File: src/rtl/scl_rg_pkg.sv
package scl_rg_pkg;

    parameter int PRE_W      = 3;
    parameter int PER_W      = 6;
    parameter int LEAD_W     = 4;
    parameter int BASE_TICKS = 20;
    parameter int STEP_TICKS = 8;

    localparam int CFG_W     = PRE_W + PER_W;
    localparam int MAX_TOTAL = BASE_TICKS + STEP_TICKS * ((1 << PER_W) - 1);
    localparam int CNT_W     = $clog2(MAX_TOTAL + 1);
    localparam int LCNT_W    = LEAD_W + 1;

    typedef enum logic [1:0] {
        ST_IDLE,
        ST_LEAD,
        ST_LOW,
        ST_HIGH
    } phase_e;

    typedef struct packed {
        logic [PRE_W-1:0]  pre;
        logic [PER_W-1:0]  per;
        logic [LEAD_W-1:0] lead;
    } timing_t;

    typedef struct packed {
        phase_e            st;
        timing_t           pend;
        timing_t           act;
        logic [LCNT_W-1:0] lead_cnt;
        logic              lo_end;
        logic              hi_end;
    } gen_state_t;

    function automatic logic [CNT_W-1:0] period_ticks(input logic [PER_W-1:0] per);
        int total;
        total = BASE_TICKS + STEP_TICKS * int'(per);
        return CNT_W'(total);
    endfunction

    // High phase takes the lower half; an odd leftover lands in the low phase.
    function automatic logic [CNT_W-1:0] high_ticks(input logic [PER_W-1:0] per);
        return period_ticks(per) >> 1;
    endfunction

    function automatic logic [CNT_W-1:0] low_ticks(input logic [PER_W-1:0] per);
        return period_ticks(per) - (period_ticks(per) >> 1);
    endfunction

endpackage

File: src/rtl/scl_rg_sync.sv
module scl_rg_sync #(
    parameter int   STAGES  = 2,
    parameter logic RST_VAL = 1'b1
) (
    input  logic clk,
    input  logic rst_n,
    input  logic din,
    output logic dout
);

    logic [STAGES-1:0] sh_d, sh_q;

    generate
        if (STAGES == 1) begin : g_one
            always_comb sh_d = din;
        end else begin : g_many
            always_comb sh_d = {sh_q[STAGES-2:0], din};
        end
    endgenerate

    always_ff @(posedge clk or negedge rst_n) begin
        if (!rst_n) sh_q <= {STAGES{RST_VAL}};
        else        sh_q <= sh_d;
    end

    assign dout = sh_q[STAGES-1];

endmodule

File: src/rtl/scl_rg_prescale.sv
module scl_rg_prescale
    import scl_rg_pkg::*;
(
    input  logic             clk,
    input  logic             rst_n,
    input  logic             en,
    input  logic [PRE_W-1:0] pre,
    output logic             tick
);

    logic [PRE_W-1:0] pc_d, pc_q;

    assign tick = en && (pc_q == pre);

    always_comb begin
        pc_d = pc_q;
        if (!en)       pc_d = '0;
        else if (tick) pc_d = '0;
        else           pc_d = pc_q + PRE_W'(1);
    end

    always_ff @(posedge clk or negedge rst_n) begin
        if (!rst_n) pc_q <= '0;
        else        pc_q <= pc_d;
    end

    AST_PRE_BOUND: assert property (@(posedge clk) disable iff (!rst_n)
        en |-> (pc_q <= pre));

endmodule

File: src/rtl/scl_rg_phase.sv
module scl_rg_phase
    import scl_rg_pkg::*;
(
    input  logic             clk,
    input  logic             rst_n,
    input  logic             clear,
    input  logic             tick,
    input  logic [CNT_W-1:0] len,
    output logic             done
);

    logic [CNT_W-1:0] cnt_d, cnt_q;

    assign done = !clear && tick && (cnt_q == len - CNT_W'(1));

    always_comb begin
        cnt_d = cnt_q;
        if (clear || done) cnt_d = '0;
        else if (tick)     cnt_d = cnt_q + CNT_W'(1);
    end

    always_ff @(posedge clk or negedge rst_n) begin
        if (!rst_n) cnt_q <= '0;
        else        cnt_q <= cnt_d;
    end

    AST_CNT_BELOW_LEN: assert property (@(posedge clk) disable iff (!rst_n)
        !clear |-> (cnt_q < len));

endmodule

File: src/rtl/scl_rate_gen.sv
module scl_rate_gen
    import scl_rg_pkg::*;
#(
    parameter int SYNC_STAGES = 2
) (
    input  logic              clk,
    input  logic              rst_n,
    input  logic              cfg_wr,
    input  logic [CFG_W-1:0]  cfg_data,
    input  logic              lead_wr,
    input  logic [LEAD_W-1:0] lead_data,
    input  logic              run,
    input  logic              scl_in,
    output logic              scl_pull,
    output logic              busy,
    output logic              lo_end,
    output logic              hi_end
);

    gen_state_t       q, d;
    logic             line_hi;
    logic             cnt_en;
    logic             tick;
    logic             ph_done;
    logic             ph_clear;
    logic [CNT_W-1:0] ph_len;

    scl_rg_sync #(
        .STAGES  (SYNC_STAGES),
        .RST_VAL (1'b1)
    ) u_sync (
        .clk   (clk),
        .rst_n (rst_n),
        .din   (scl_in),
        .dout  (line_hi)
    );

    // Counting only once the line shows the level of the current phase.
    assign cnt_en   = ((q.st == ST_LOW) && !line_hi) || ((q.st == ST_HIGH) && line_hi);
    assign ph_clear = (q.st != ST_LOW) && (q.st != ST_HIGH);
    assign ph_len   = (q.st == ST_LOW) ? low_ticks(q.act.per) : high_ticks(q.act.per);

    scl_rg_prescale u_pre (
        .clk   (clk),
        .rst_n (rst_n),
        .en    (cnt_en),
        .pre   (q.act.pre),
        .tick  (tick)
    );

    scl_rg_phase u_phase (
        .clk   (clk),
        .rst_n (rst_n),
        .clear (ph_clear),
        .tick  (tick),
        .len   (ph_len),
        .done  (ph_done)
    );

    always_comb begin
        d        = q;
        d.lo_end = 1'b0;
        d.hi_end = 1'b0;

        if (cfg_wr) begin
            d.pend.pre = cfg_data[PRE_W-1:0];
            d.pend.per = cfg_data[CFG_W-1:PRE_W];
        end
        if (lead_wr) d.pend.lead = lead_data;

        unique case (q.st)
            ST_IDLE: begin
                if (run) begin
                    d.act      = q.pend;
                    d.lead_cnt = '0;
                    d.st       = ST_LEAD;
                end
            end
            ST_LEAD: begin
                if (q.lead_cnt == LCNT_W'(q.act.lead) + LCNT_W'(1)) begin
                    d.st = ST_LOW;
                end else begin
                    d.lead_cnt = q.lead_cnt + LCNT_W'(1);
                end
            end
            ST_LOW: begin
                if (ph_done) begin
                    d.lo_end = 1'b1;
                    d.st     = ST_HIGH;
                end
            end
            ST_HIGH: begin
                if (ph_done) begin
                    d.hi_end = 1'b1;
                    d.st     = run ? ST_LOW : ST_IDLE;
                end
            end
            default: d.st = ST_IDLE;
        endcase
    end

    always_ff @(posedge clk or negedge rst_n) begin
        if (!rst_n) begin
            q          <= '0;
            q.st       <= ST_IDLE;
            q.pend.per <= '0;
        end else begin
            q <= d;
        end
    end

    assign scl_pull = (q.st == ST_LOW);
    assign busy     = (q.st != ST_IDLE);
    assign lo_end   = q.lo_end;
    assign hi_end   = q.hi_end;

    AST_STROBE_EXCL: assert property (@(posedge clk) disable iff (!rst_n)
        !(lo_end && hi_end));

    AST_LO_PULSE: assert property (@(posedge clk) disable iff (!rst_n)
        lo_end |=> !lo_end);

    AST_HI_PULSE: assert property (@(posedge clk) disable iff (!rst_n)
        hi_end |=> !hi_end);

    AST_ACT_FROZEN: assert property (@(posedge clk) disable iff (!rst_n)
        (busy && $past(busy)) |-> $stable(q.act));

    AST_IDLE_RELEASED: assert property (@(posedge clk) disable iff (!rst_n)
        !busy |-> !scl_pull);

    AST_LOW_WAITS: assert property (@(posedge clk) disable iff (!rst_n)
        ((q.st == ST_LOW) && line_hi) |-> !tick);

    AST_HIGH_WAITS: assert property (@(posedge clk) disable iff (!rst_n)
        ((q.st == ST_HIGH) && !line_hi) |-> !tick);

    AST_LEAD_WINDOW: assert property (@(posedge clk) disable iff (!rst_n)
        (q.st == ST_LEAD) |-> (q.lead_cnt <= LCNT_W'(q.act.lead) + LCNT_W'(1)));

endmodule

File: config.mk
export PLATFORM = sky130hd
export DESIGN_NAME = scl_rate_gen
export DESIGN_NICKNAME = d
export VERILOG_FILES = /design/src/rtl/scl_rg_pkg.sv /design/src/rtl/scl_rg_sync.sv /design/src/rtl/scl_rg_prescale.sv /design/src/rtl/scl_rg_phase.sv /design/src/rtl/scl_rate_gen.sv
export SDC_FILE = /design/constraint.sdc
export NUM_CORES = 1
export LEC_CHECK = 0
export ABC_CLOCK_PERIOD_IN_PS = 3300
export BUFFER_PORTS_ARGS = -buffer_cell sky130_fd_sc_hd__buf_2
export CORE_MARGIN = 2
export CORE_UTILIZATION = 35
export CTS_CLUSTER_SIZE = 30
export DETAILED_ROUTE_END_ITERATION = 8
export GPL_ROUTABILITY_DRIVEN = 0
export SKIP_CTS_REPAIR_TIMING = 1
export SLEW_MARGIN = 25
export SYNTH_ARGS = -nofsm -noshare
export SYNTH_HDL_FRONTEND = slang
export SYNTH_SLANG_ARGS = --single-unit
File: constraint.sdc
create_clock -name clk -period 3.3 [get_ports clk]
set_input_delay 0 -clock clk [delete_from_list [all_inputs] [get_ports clk]]
set_output_delay 0 -clock clk [all_outputs]
set_load 0.01 [all_outputs]
Word-level counts from Yosys, hierarchy flattened:

Cells that the tools add are included.

* $add $sub $neg: 7
* equality and inequality tests: 13
* mux-type cells: 17
* reduce and logical (&&, ||, !) cells: 17

Operator list (count)
* $mux W10: 3
* $add A10 B1 Y10 const B: 1
* $add A5 B9 Y10 const A: 1
* $eq A10 B10 Y1: 1
* $mux W2: 5
* $mux W5: 2
* $ne A2 B2 Y1 const B: 5
* $pmux W5 S2: 1
* $sub A10 B1 Y10 const B: 1
* $sub A10 B9 Y10: 1
* $pmux W2 S4: 1
* $logic_and A1 B1 Y1: 6
* $mux W3: 2
* $reduce_bool A2 Y1: 3
* $add A4 B1 Y5 const B: 1
* $add A5 B1 Y5 const B: 1
* $eq A5 B5 Y1: 1
* $eq A2 B2 Y1 const B: 2
* $ne A2 B1 Y1 const B: 2
* $reduce_and A4 Y1: 1
* $add A3 B1 Y3 const B: 1
* $eq A3 B3 Y1: 1
* $mux W1: 3
* $reduce_and A3 Y1: 1
* 5 further kinds: 7

* flip-flop bits (word level): 50
* input port bits: 19
* output and inout bits: 4

Depth between registers and ports, before layout:

Gate-level depths: netlist (run 1).

* word-level depth: 8
* mapped depth: 15
* depth with buffers taken out: 13

Hierarchy:

A second synthesis (run 1) with hierarchy kept.

* cell total of the unflattened synthesis: 302
* area, all modules: 3149.3 µm²

By module, submodules not included
* scl_rate_gen: instances 1, cells each 179, area an instance 1960.6 µm², sequential area each 875.8 µm²
* scl_rg_phase: instances 1, cells each 106, area an instance 968.4 µm², sequential area each 250.2 µm²
* scl_rg_prescale: instances 1, cells each 15, area an instance 167.7 µm², sequential area each 75.1 µm²
* scl_rg_sync: instances 1, cells each 2, area an instance 52.6 µm², sequential area each 52.6 µm²

Least setup slack after synthesis (run 1):

Ideal clock, no wire load.

* path type: register -> register
* start: register q[12] (netlist name)
* end: register u_phase.cnt_q[4]
* data arrival time: 3312 ps
* data required time: 3220 ps
* slack: -92 ps
* stages on the path, launching flop included: 16
* cells stage by stage: dfrtp_1 -> buf_2 -> inv_1 -> ha_1 -> ha_1 -> xnor2_1 -> nor2_1 -> a21oi_1 -> or4b_1 -> nor2b_1 -> a21o_1 -> a211oi_1 -> o31ai_4 -> a21oi_2 -> buf_6 -> nor3b_2

* cells in the longest elaborated chain, start to end: 8
* elaborated cells on any way between the ends: 9
* classes of those cells: add/sub: 3; eq/ne: 1; mux: 2; reduce/logical: 3

RTL lines
* from (decl): line scl_rate_gen.sv:20 `gen_state_t q, d;`
* $add A5 B9 Y10 (*): line scl_rg_pkg.sv:38 `total = BASE_TICKS + STEP_TICKS * int'(per);`
* $sub A10 B9 Y10: line scl_rg_pkg.sv:48 `return period_ticks(per) - (period_ticks(per) >> 1);`
* $mux W10 (*): line scl_rate_gen.sv:41 `assign ph_len = (q.st == ST_LOW) ? low_ticks(q.act.per) : high_ticks(q.act.per);`
* $sub A10 B1 Y10 (*): line scl_rg_phase.sv:14 `assign done = !clear && tick && (cnt_q == len - CNT_W'(1));`
* $eq A10 B10 Y1 (*): line scl_rg_phase.sv:14
* $logic_and A1 B1 Y1 (*): line scl_rg_phase.sv:14
* $logic_or A1 B1 Y1 (*): line scl_rg_phase.sv:18 `if (clear || done) cnt_d = '0;`
* $mux W10 or $reduce_bool A2 Y1 (tied branches)
* to (signal assigned): line scl_rg_phase.sv:24 `else cnt_q <= cnt_d;`
* to (decl): line scl_rg_phase.sv:12 `logic [CNT_W-1:0] cnt_d, cnt_q;`

Every way passes the cells marked *; elsewhere a longest branch is shown, timed or not.
A chain may end at the register's enable or synchronous reset.

Worst setup path in the final report (run 1):

* start: register q[12] (netlist name)
* end: register q[33] (netlist name)

* cells in the longest elaborated chain, start to end: 8
* elaborated cells on any way between the ends: 9
* classes of those cells: add/sub: 3; eq/ne: 3; mux: 1; reduce/logical: 2

RTL lines (line)
* $add A5 B9 Y10 (*): scl_rg_pkg.sv:38
* $sub A10 B9 Y10: scl_rg_pkg.sv:48
* $mux W10 (*): scl_rate_gen.sv:41
* $sub A10 B1 Y10 (*): scl_rg_phase.sv:14
* $eq A10 B10 Y1 (*): scl_rg_phase.sv:14
* $logic_and A1 B1 Y1 (*): scl_rg_phase.sv:14
* $ne A2 B1 Y1 (no source line)
* $reduce_and A4 Y1 (no source line) (*)

Marks and branches as above.

==> impl_summary.txt, run 1 <==
----------------------------------------------------
[Synth]
  Most frequently used flop master after synthesis ... sky130_fd_sc_hd__dfrtp_1
  Syn avg cell area ... between 9 and 10 sq um
  Mapped Cells ... around 340
  Post-synthesis instance area ... 0.00329 sq mm
  Async set-reset flop share out of synthesis ... 100%
  Post-synthesis sequential element count ... 50
  Post-synth net total ... 370
  Portion of the post-synthesis area used by sequential elements ... about two fifths
  Cell variety after synth ... 62
  Count of flip-flops with a built-in enable after synthesis ... 0
  Total number of yosys warnings ... 0

[Die]
  Initial core utilization ... between 30% and 40%
  Die span in y ... approximately 100 um
  Placement Rows ... 35
  Placeable core region ... slightly above 0.009 sq mm
  Die ar. ... 0.0102 sq mm
  X dimension of the die ... between 100 and 150 um
  I/O pin count ... 23

[Detailed routing]
  Drt drc ... 0
  Routed wire per std cell ... ~14 um
  Number of antenna-violating nets in the routed design ... 0
  DRT Wirelength ... approximately 7100 um
  Starting DRC count in detailed routing ... around 170
  Per-cell via count in the routed design ... ~5.3
  Count of TritonRoute iterations in the first routing pass ... 6
  Total number of vias ... around 2,700

[Run status]
  Outcome ... finished, final reports clean

[Place]
  Port Buffer Count ... 22
  Post-placement worst setup slack ... -0.0482 ns
  HPWL Detailed ... slightly below 5000 um

[Finish]
  Diodes inserted ... 0
  Signed area change from the synthesized netlist to the final layout ... 27.3%
  Sequential cell area ... 0.00125 sq mm
  Total of fill cells in the finished design ... about 900
  Multi-input gate area in the final layout ... 0.00210 sq mm
  Layout cells sized above 1 ... 33.5%
  Final-stage net count ... around 430
  Commonest cells after routing, fill and taps aside ... sky130_fd_sc_hd__dfrtp_1, sky130_fd_sc_hd__nand2_1, sky130_fd_sc_hd__nor2_1
  Leading cell type in the layout, fill and taps excluded ... sky130_fd_sc_hd__dfrtp_1

[Critical path]
  Type of the setup path with the least slack ... reg2reg
  Startpoint types ... flop
  Setup crit end kind ... flop
  Critical path's largest stage delay ... around 0.55 ns
  RR Startpoint ... q[12]$_DFFE_PN0P_
  Terminus of the critical flop-to-flop path ... q[33]$_DFFE_PN0P_
  Critical path arrival ... 3.45 ns
  Crit Path Max Fanout ... 4
  CP cell instances ... ha_4 > xnor2_4 > ha_4 > xnor2_1 > nor2_1 > a21oi_1 > or4b_4 > xnor2_2 > xnor2_1 > nand4_1 > or2_4 > or3_1 > nand3_1
  Worst setup startpoint ... q[12]$_DFFE_PN0P_
  Register-to-Register Setup Slack ... 0.1 ns
  Worst Reg2Reg Path Length in Cells ... 13
  WP data required ... around 3.6 ns
  CP max stage cell ... sky130_fd_sc_hd__or4b_4

[GRT]
  Total Routing Usage GR ... between 10% and 20%
  Global-route wire length before repair ... approximately 12,000 um
  Antenna violations before repair ... 0
  Maximum number of pins on one net before global-route repair ... between 50 and 60
  Total gr overflow ... 0
  Vias in the first global route ... between 2,000 and 2,500

[STA]
  Worst slew pin tran ... between 0.6 and 0.7 ns
  Unrepaired setup endpoints after global routing ... yes
  Worst Clk Skew ... approximately 0.0067 ns
  Hold violation count in the final report ... 0
  Hold Slack ... 0.00253 ns
  Relative max-transition margin ... between 50% and 60%
  Highest clock rate ... ~310 MHz
  # setup viols final ... 0
  Number of max-slew violations in the final report ... 0
  Final worst path period share ... 97.1%
  Slack of the critical path ... 0.0956 ns
  Post-layout min period ... between 3 and 4 ns

[Clock network]
  Clock buffer count from CTS ... 5
  Worst skew pair latency ... approximately 0.30 ns
  Clock Pin Slew Worst Setup and Hold Paths ... approximately 0.10 ns
  CTS tree ... built
  H-tree depth ... 2
  Longest Clk Path Bufs ... 2
  Root Buffer Master ... sky130_fd_sc_hd__clkbuf_8
  Sinks on the clock net ... 50

[Hold path]
  Endpoint with the worst hold slack ... q[20]$_DFFE_PN0P_
  Startpoint of the tightest hold check path ... lead_wr
  Number of cells on the worst hold path ... 2
  Worst hold path class ... in2reg

[Pwr]
  Peak supply drop ... 0.432 mV
  Power Dens Cells ... roughly 960 mW/mm^2
  Leakage power total ... 1.76 nW

[Flow run]
  Reported max-cap violation count ... 0

----------------------------------------------------
## layer usage
layer	GRT usage [%]	up-vias	wire length, um
li1	-	1313	-
met1	19.6	1318	3360
met2	22.4	42	3390
met3	2.01	10	191
met4	4.16	0	128
met5	0	-	0
## final cells by class
class	count	area share [%]
clock inverters	3	1.05
flip-flops and latches	50	30.0
well taps	111	3.32
inverters	13	1.17
clock buffers	5	1.64
repair buffers	70	12.7
multi-input cells	259	50.1
## power by group
part           internal (W)  switching [W]  total [W]
clock              0.000227       0.000208   0.000436
combinational       0.00132        0.00131    0.00264
sequential         0.000775       0.000182   0.000957
total               0.00233        0.00170    0.00403
## kinds of logic (layout without fill, tap and decap cells)
family | Yosys count | count (layout) | share of synthesized area [%]
mux | 26 | 26 | 8.83
simple gates | 126 | 126 | 19.1
compound gates | 56 | 56 | 13.6
fa+ha+maj | 13 | 13 | 4.95
flops | 50 | 50 | 38.1
buf+inv | 29 | 91 | 3.88
xor+xnor | 38 | 38 | 11.5
## sequential cells by signal, summed over array words and instances (netlist names)
name           cells
q                 33
u_phase.cnt_q     10
u_pre.pc_q         3
u_sync.sh_q        2
hi_end             1
lo_end             1
## synth_stat cells, drive strengths merged (4+ instances only)
master / number / area, sq um
or2: 6 / 37.5
dfrtp: 48 / 1200
clkbuf: 9 / 35.0
xnor2: 29 / 284
a311oi: 4 / 35.0
ha: 13 / 163
nor2b: 5 / 31.3
a21oi: 13 / 72.6
mux2: 24 / 270
nor3: 4 / 20.0
nand4: 5 / 31.3
inv: 13 / 48.8
o21ai: 6 / 33.8
nand2: 34 / 128
xor2: 8 / 70.1
nor2: 32 / 120
buf: 7 / 43.8
and2: 5 / 31.3
nand3: 16 / 80.1
## critical path: cells and delay by family (launching register included)
kind	cells	cell delay, ns
XOR/XNOR	4	0.62
AO/OA/AOI/OAI	1	0.07
adder cells (fa/ha/maj)	2	0.44
flip-flops	1	0.46
AND/OR/NAND/NOR	6	1.57
## metrics by stage
stage / instance area, sq um / TNS [ns] / utilization [%] / power [W] / instances
after floorplan: 3290 / 0 / - / 0.00254 / 338
after global placement: 3630 / -0.0000331 / 39.5 / 0.00307 / 478
after detailed placement: 3640 / -0.124 / 39.6 / 0.00312 / 478
after CTS: 3750 / -0.392 / 40.8 / 0.00356 / 486
after global routing: 4190 / -0.407 / 45.5 / 0.00435 / 511
final: 4190 / 0 / 45.5 / 0.00403 / 511
## worst max path at each step
stage,endpoint,slack [ns],depth (start not counted)
after detailed placement,u_phase.cnt_q[4]$_DFFE_PN0P_,-0.05,13
after global routing,q[33]$_DFFE_PN0P_,-0.05,13
after global placement,u_phase.cnt_q[4]$_DFFE_PN0P_,-0.00003,13
final,q[33]$_DFFE_PN0P_,0.1,13
after floorplan,q[34]$_DFFE_PN0P_,0.006,14
after CTS,u_phase.cnt_q[4]$_DFFE_PN0P_,-0.08,13
Note: power is estimated with default switching activity, not from simulation.
==> run 2: changes to the inputs <==
--- a/config.mk
+++ b/config.mk
@@ -8,10 +8,11 @@
 export ABC_CLOCK_PERIOD_IN_PS = 3300
 export BUFFER_PORTS_ARGS = -buffer_cell sky130_fd_sc_hd__buf_2
 export CORE_MARGIN = 2
-export CORE_UTILIZATION = 35
+export CORE_UTILIZATION = 55
 export CTS_CLUSTER_SIZE = 30
 export DETAILED_ROUTE_END_ITERATION = 8
 export GPL_ROUTABILITY_DRIVEN = 0
+export PLACE_DENSITY = 0.77
 export SKIP_CTS_REPAIR_TIMING = 1
 export SLEW_MARGIN = 25
 export SYNTH_ARGS = -nofsm -noshare
==> constraint.sdc (replaced) <==
create_clock -name clk -period 3.3 [get_ports clk]
set_input_delay 0 -clock clk [delete_from_list [all_inputs] [get_ports clk]]
set_output_delay 0 -clock clk [all_outputs]
set_load 0.1 [all_outputs]
==> run 2 against run 1 <==
The run now ends with setup timing left. Maximum frequency is 5.4% lower. Combinational power grew 5%. Register-to-register slack worse by 0.18 ns. Global-route usage is 7.2 points higher. Critical path depth stayed put. Via count is 3.2% higher. Non-clock buffer count down 6. Critical path type unchanged. Largest cell class unchanged. Largest power group unchanged.
==> impl_summary.txt, run 2 (synthesized netlist as in run 1, its figures left out) <==
----------------------------------------------------
[Run status]
  Outcome ... complete, but fails checks
  Violations in the final reports ... setup timing

[Critical path]
  Critical path's largest stage delay ... 0.46 ns (-0.09 ns)
  WP data required ... 3.52 ns (-0.03 ns)
  CP bufs+invs ... 2 (+2)
  Terminus of the critical flop-to-flop path ... u_phase.cnt_q[4]$_DFFE_PN0P_
  Worst Reg2Reg Path Length in Cells ... 13 (unchanged)
  RR Startpoint ... q[12]$_DFFE_PN0P_
  Crit Path Max Fanout ... 8 (+4)
  CP cell instances ... buf_12 > ha_1 > or2_2 > nand3b_1 > a311oi_2 > o31a_1 > o31ai_4 > mux2i_1 > and3_4 > o31ai_4 > a21oi_4 > buf_12 > nor3b_2
  Register-to-Register Setup Slack ... -0.09 ns (-0.18 ns)
  Critical path arrival ... 3.60 ns (+0.15 ns)
  Startpoint types ... flop
  Setup crit end kind ... flop
  Type of the setup path with the least slack ... reg2reg
  Cell family with most CP delay ... compound AO/OA/AOI/OAI gates
  CP max stage cell ... sky130_fd_sc_hd__dfrtp_2

[Clock network]
  Clock Pin Slew Worst Setup and Hold Paths ... 0.09 ns (about the same)
  Longest Clk Path Bufs ... 2 (unchanged)
  Clock buffer count from CTS ... 5 (unchanged)
  H-tree depth ... 2 (unchanged)
  CTS tree ... built
  Root Buffer Master ... sky130_fd_sc_hd__clkbuf_8
  Worst skew pair latency ... 0.30 ns (about the same)
  Sinks on the clock net ... 50 (unchanged)

[Pwr]
  Share of total power in combinational logic ... 66.7% (+1.2 points)
  Leakage power total ... 1.74 nW (-1.6%)
  Clock share of power ... 10.2% (-0.6 points)
  Power Dens Cells ... 994 mW/mm^2 (+3.2%)
  Peak supply drop ... 0.647 mV (+50%)
  Switching portion of total power ... 44.3% (+2.0 points)
  Internal power ... 0.00231 W (-0.63%)
  Power dissipated by switching net loads ... 0.00184 W (+7.8%)
  Portion of total power attributed to sequential cells ... 23.1% (-0.6 points)

[Finish]
  Post-route cell area ... 0.00417 sq mm (-0.30%)
  Largest regs ... q: 33 flops, u_phase.cnt_q: 10 flops, u_pre.pc_q: 3 flops
  Diodes inserted ... 0 (unchanged)
  Flip-flop count of the largest register after layout ... 33 (unchanged)
  Leading cell type in the layout, fill and taps excluded ... sky130_fd_sc_hd__dfrtp_1
  Layout cells sized above 1 ... 34.8% (+1.3 points)
  Final-stage net count ... 425 (-1.4%)
  Layout Utilization ... 71.3% (+26 points)
  Commonest cells after routing, fill and taps aside ... sky130_fd_sc_hd__dfrtp_1, sky130_fd_sc_hd__nand2_1, sky130_fd_sc_hd__nor2_1, sky130_fd_sc_hd__mux2_2, sky130_fd_sc_hd__xnor2_1
  Signed area change from the synthesized netlist to the final layout ... 26.9%
  Top register by number of flip-flops ... q

[Flow run]
  Reported max-cap violation count ... 0 (unchanged)

[Hold path]
  Worst hold path class ... in2reg
  Number of cells on the worst hold path ... 2 (unchanged)
  Startpoint of the tightest hold check path ... lead_wr
  Endpoint with the worst hold slack ... q[20]$_DFFE_PN0P_

[STA]
  Post-layout min period ... 3.39 ns (+0.181 ns)
  Final worst path period share ... 103% (+5.5 points)
  Worst slew pin tran ... 0.605 ns (-0.0297 ns)
  Hold violation count in the final report ... 0 (unchanged)
  Highest clock rate ... 295 MHz (-5.4%)
  Hold Slack ... 0.0172 ns (+0.0147 ns)
  Worst Clk Skew ... 0.0102 ns (+0.00348 ns)
  Relative max-transition margin ... 59.7% (+2.1 points)
  # setup viols final ... 5 (+5)
  Unrepaired setup endpoints after global routing ... yes
  Slack of the critical path ... -0.0856 ns (-0.181 ns)
  Number of max-slew violations in the final report ... 0 (unchanged)

[Place]
  HPWL Detailed ... 4870 um (-1.3%)
  Post-placement cell area ... 0.00356 sq mm (-2.2%)
  Port Buffer Count ... 22 (unchanged)

[Die]
  Placeable core region ... 0.00585 sq mm (-36%)
  Placement Rows ... 28 (-20%)
  I/O pin count ... 23 (unchanged)
  Die ar. ... 0.00661 sq mm (-35%)
  X dimension of the die ... 81.3 um (-19%)
  Die span in y ... 81.3 um (-19%)
  Initial core utilization ... 56.2% (+20 points)

[Detailed routing]
  Starting DRC count in detailed routing ... 330 (+98%)
  Drt drc ... 0 (unchanged)
  Count of TritonRoute iterations in the first routing pass ... 4 (-2)
  Per-cell via count in the routed design ... 5.90 (+12%)
  Total number of vias ... 2,768 (+3.2%)
  Number of antenna-violating nets in the routed design ... 0 (unchanged)
  Routed wire per std cell ... 16.8 um (+22%)
  DRT Wirelength ... 7880 um (+12%)

[GRT]
  Total Routing Usage GR ... 21.2% (+7.2 points)
  Maximum number of pins on one net before global-route repair ... 28 (-45%)
  Vias in the first global route ... 2,428 (-2.6%)
  Total gr overflow ... 0 (unchanged)
  Antenna violations before repair ... 0 (unchanged)
  Global-route wire length before repair ... 11,000 um (-6.2%)

----------------------------------------------------
run 2: power groups by stage:
stage / clock (W) / combinational [W] / sequential [W]
after CTS: 0.000430 / 0.00218 / 0.000937
after floorplan: 0 / 0.00167 / 0.000923
final: 0.000422 / 0.00277 / 0.000959
after global routing: 0.000454 / 0.00298 / 0.000982
after global placement: 0 / 0.00211 / 0.000936
after detailed placement: 0 / 0.00216 / 0.000948
run 2: metrics by stage:
| stage | total power [W] | TNS (ns) | setup slack (ns) | instances |
|---|---|---|---|---|
| 4_1_cts | 0.00354 | -0.0104 | -0.0104 | 444 |
| 3_3_place_gp | 0.00305 | 0 | 0.118 | 436 |
| 3_5_place_dp | 0.00311 | -0.0000437 | -0.0000437 | 436 |
| 6_report | 0.00415 | -0.152 | -0.0856 | 469 |
| 5_1_grt | 0.00442 | -1.31 | -0.173 | 469 |
| 2_1_floorplan | 0.00260 | 0 | 0.00603 | 338 |
run 2: metal layers:
metal	vias up	track usage, %	part of all wire (%)
li1	1299	-	-
met1	1367	27.5	42
met2	82	36.1	52
met3	20	3.89	3.8
met4	0	6.10	1.9
met5	-	0	0
run 2: worst max path at each step:
stage	to	start	cells past startpoint	slack (ns)
2_1_floorplan	q[34]$_DFFE_PN0P_	q[12]$_DFFE_PN0P_	14	0.006
3_3_place_gp	q[34]$_DFFE_PN0P_	q[12]$_DFFE_PN0P_	13	0.12
5_1_grt	u_phase.cnt_q[4]$_DFFE_PN0P_	q[12]$_DFFE_PN0P_	13	-0.17
3_5_place_dp	q[34]$_DFFE_PN0P_	q[12]$_DFFE_PN0P_	13	-0.00004
4_1_cts	q[34]$_DFFE_PN0P_	q[12]$_DFFE_PN0P_	13	-0.01
6_report	u_phase.cnt_q[4]$_DFFE_PN0P_	q[12]$_DFFE_PN0P_	13	-0.09
run 2: area by class of cell:
cell class                 count  area [sq um]
clock inverter                 1          30.0
inverter                      13          48.8
clock buffer                   7          76.3
tap                           75          93.8
timing repair buffer          64           515
sequential                    50          1260
multi-input combinational    259          2150
fill                         378          1680
run 2: worst reg2reg max path, cell delays in order, from the launching register on:
cell and delay, ns:
sky130_fd_sc_hd__dfrtp_2 0.46, sky130_fd_sc_hd__buf_12 0.15, sky130_fd_sc_hd__ha_1 0.22, sky130_fd_sc_hd__or2_2 0.33
sky130_fd_sc_hd__nand3b_1 0.18, sky130_fd_sc_hd__a311oi_2 0.17, sky130_fd_sc_hd__o31a_1 0.36, sky130_fd_sc_hd__o31ai_4 0.27
sky130_fd_sc_hd__mux2i_1 0.12, sky130_fd_sc_hd__and3_4 0.20, sky130_fd_sc_hd__o31ai_4 0.34, sky130_fd_sc_hd__a21oi_4 0.13
sky130_fd_sc_hd__buf_12 0.16, sky130_fd_sc_hd__nor3b_2 0.20
==> run 3: changes to the inputs <==
--- a/config.mk
+++ b/config.mk
@@ -5,10 +5,11 @@
 export SDC_FILE = /design/constraint.sdc
 export NUM_CORES = 1
 export LEC_CHECK = 0
-export ABC_CLOCK_PERIOD_IN_PS = 3300
+export ABC_CLOCK_PERIOD_IN_PS = 3400
 export BUFFER_PORTS_ARGS = -buffer_cell sky130_fd_sc_hd__buf_2
+export CAP_MARGIN = 10
 export CORE_MARGIN = 2
-export CORE_UTILIZATION = 55
+export CORE_UTILIZATION = 58
 export CTS_CLUSTER_SIZE = 30
 export DETAILED_ROUTE_END_ITERATION = 8
 export GPL_ROUTABILITY_DRIVEN = 0
==> constraint.sdc (replaced) <==
create_clock -name clk -period 3.4 [get_ports clk]
set_input_delay 0 -clock clk [delete_from_list [all_inputs] [get_ports clk]]
set_output_delay 0 -clock clk [all_outputs]
set_load 0.1 [all_outputs]
==> run 3 against run 2 <==
The flow now finishes without violations. Sequential share of layout area up 1.7 points. Sequential cell count is the same. Combinational power is 14% lower. Clock skew rose by 0.0016 ns. Clock power decreased by 4%. Non-clock buffer count decreased by 5. Sequential power shrank 4.3%. First-iteration DRC count decreased by 44%. Design area decreased by 5.7%. Routed wire length fell by 9.3%. Clock-buffer cell count unchanged. Critical endpoint unchanged. Largest cell class unchanged.
==> impl_summary.txt, run 3 (synthesized netlist as in run 1, its figures left out) <==
----------------------------------------------------
[Run status]
  Outcome ... finished, final reports clean

[Pwr]
  Share of total power in combinational logic ... 64.2% (-2.5 points)
  Peak supply drop ... 0.551 mV (-15%)
  Portion of total power attributed to sequential cells ... 24.8% (+1.7 points)
  Clock share of power ... 11.0% (+0.8 points)
  Power Dens Cells ... 940 mW/mm^2 (-5.4%)
  Internal power ... 0.00206 W (-11%)
  Switching portion of total power ... 44.3% (about the same)
  Leakage power total ... 1.68 nW (-3.2%)
  Total power ... 0.00370 W (-11%)
  Power dissipated by switching net loads ... 0.00164 W (-11%)

[Critical path]
  Critical path arrival ... 3.52 ns (-0.08 ns)
  Startpoint types ... flop
  Crit Path Max Fanout ... 18 (+10)
  WP data required ... 3.63 ns (+0.11 ns)
  Type of the setup path with the least slack ... reg2reg
  Terminus of the critical flop-to-flop path ... u_phase.cnt_q[4]$_DFFE_PN0P_
  Setup crit end kind ... flop
  Worst setup startpoint ... q[12]$_DFFE_PN0P_
  Worst Reg2Reg Path Length in Cells ... 13 (unchanged)
  Register-to-Register Setup Slack ... 0.11 ns (+0.19 ns)
  RR Startpoint ... q[12]$_DFFE_PN0P_

[STA]
  Number of max-slew violations in the final report ... 0 (unchanged)
  Highest clock rate ... 304 MHz (+2.8%)
  # setup viols final ... 0 (-5)
  Final worst path period share ... 96.9% (-5.7 points)
  Post-layout min period ... 3.29 ns (-0.0913 ns)
  Worst Clk Skew ... 0.0118 ns (+0.00164 ns)
  Relative max-transition margin ... 64.8% (+5.1 points)
  Hold violation count in the final report ... 0 (unchanged)
  Worst slew pin tran ... 0.526 ns (-0.0785 ns)

[Finish]
  Number of standard cells in the final layout excluding fillers ... 461 (-1.7%)
  Post-route cell area ... 0.00394 sq mm (-5.7%)
  Commonest cells after routing, fill and taps aside ... sky130_fd_sc_hd__dfrtp_1, sky130_fd_sc_hd__nand2_1, sky130_fd_sc_hd__nor2_1
  Diodes inserted ... 0 (unchanged)
  Layout cells sized above 1 ... 28.8% (-6.0 points)
  Final-stage net count ... 420 (-1.2%)
  Signed area change from the synthesized netlist to the final layout ... 19.7%
  Top register by number of flip-flops ... q
  Largest regs ... q: 33 flops, u_phase.cnt_q: 10 flops, u_pre.pc_q: 3 flops
  Flip-flop count of the largest register after layout ... 33 (unchanged)
  Leading cell type in the layout, fill and taps excluded ... sky130_fd_sc_hd__dfrtp_1
  Layout Utilization ... 71.5% (+0.16 points)

[Place]
  DP Cell Count ... 434 (-0.46%)
  HPWL Detailed ... 4700 um (-3.6%)
  Port Buffer Count ... 22 (unchanged)
  Post-placement cell area ... 0.00354 sq mm (-0.35%)

[Clock network]
  Sinks on the clock net ... 50 (unchanged)
  Worst skew pair latency ... 0.30 ns (about the same)
  Longest Clk Path Bufs ... 2 (unchanged)
  Root Buffer Master ... sky130_fd_sc_hd__clkbuf_8
  Clock Pin Slew Worst Setup and Hold Paths ... 0.09 ns (about the same)
  H-tree depth ... 2 (unchanged)
  CTS tree ... built
  Clock buffer count from CTS ... 5 (unchanged)

[Detailed routing]
  Starting DRC count in detailed routing ... 186 (-44%)
  Drt drc ... 0 (unchanged)
  DRT Wirelength ... 7150 um (-9.3%)
  Number of antenna-violating nets in the routed design ... 0 (unchanged)
  Total number of vias ... 2,645 (-4.4%)
  Per-cell via count in the routed design ... 5.74 (-2.8%)
  Count of TritonRoute iterations in the first routing pass ... 4 (unchanged)
  Routed wire per std cell ... 15.5 um (-7.8%)

[Die]
  X dimension of the die ... 79.3 um (-2.5%)
  Die span in y ... 79.3 um (-2.5%)
  Initial core utilization ... 59.7% (+3.5 points)
  Die ar. ... 0.00629 sq mm (-4.9%)
  I/O pin count ... 23 (unchanged)
  Placement Rows ... 27 (-3.6%)
  Placeable core region ... 0.00551 sq mm (-5.9%)

[Hold path]
  Number of cells on the worst hold path ... 3 (+1)
  Startpoint of the tightest hold check path ... run
  Endpoint with the worst hold slack ... q[34]$_DFFE_PN0P_
  Worst hold path class ... in2reg

[GRT]
  Maximum number of pins on one net before global-route repair ... 33 (+18%)
  Total gr overflow ... 0 (unchanged)
  Vias in the first global route ... 2,491 (+2.6%)
  Antenna violations before repair ... 0 (unchanged)
  Global-route wire length before repair ... 11,300 um (+2.6%)
  Total Routing Usage GR ... 22.6% (+1.4 points)

[Flow run]
  Reported max-cap violation count ... 0 (unchanged)

----------------------------------------------------
run 3: how the worst max path moves through the flow:
stage | to
after floorplan | u_phase.cnt_q[4]$_DFFE_PN0P_
after global placement | q[34]$_DFFE_PN0P_
after detailed placement | q[34]$_DFFE_PN0P_
after CTS | q[34]$_DFFE_PN0P_
after global routing | q[34]$_DFFE_PN0P_
final | u_phase.cnt_q[4]$_DFFE_PN0P_
run 3: routing by layer:
metal / GRT usage, % / vias up / routed length [um]
met5: 0 / - / 0
li1: - / 1291 / -
met1: 31.2 / 1290 / 3280
met4: 6.72 / 0 / 87
met2: 37.2 / 56 / 3590
met3: 3.18 / 8 / 194
run 3: area by class of cell:
type	instances	area, sq um
inverters	13	48.8
fillers	379	1570
multi-input cells	259	2010
well taps	72	90.1
clock inverters	1	30.0
flip-flops and latches	50	1250
clock buffers	7	76.3
repair buffers	59	433
run 3: power by group through the flow:
stage                     Clock [W]  Sequential [W]  Combinational, W
after floorplan                   0        0.000894           0.00162
after global placement            0        0.000915           0.00202
after detailed placement          0        0.000923           0.00207
after CTS                  0.000415        0.000914           0.00210
after global routing       0.000439        0.000941           0.00260
final                      0.000407        0.000918           0.00238
run 3: worst max-delay path, cell delays in order (launching register included):
cell                       delay, ns
sky130_fd_sc_hd__dfrtp_1        0.41
sky130_fd_sc_hd__buf_4          0.22
sky130_fd_sc_hd__ha_1           0.24
sky130_fd_sc_hd__or2_2          0.31
sky130_fd_sc_hd__nand3b_1       0.18
sky130_fd_sc_hd__a311oi_2       0.14
sky130_fd_sc_hd__o31a_1         0.35
sky130_fd_sc_hd__o31ai_4        0.26
sky130_fd_sc_hd__mux2i_1        0.11
sky130_fd_sc_hd__and3_4         0.20
sky130_fd_sc_hd__o31ai_4        0.34
sky130_fd_sc_hd__a21oi_4        0.10
sky130_fd_sc_hd__buf_4          0.17
sky130_fd_sc_hd__nor3b_2        0.17
run 3: metrics by stage:
step                hold slack (ns)  setup TNS (ns)  setup WS, ns
floorplan                    -0.296               0       0.00777
CTS                          -0.369               0        0.0819
finish                      0.00613               0         0.106
global placement            -0.0417               0         0.196
global route                 0.0184          -0.215       -0.0801
detailed placement          -0.0399               0         0.139
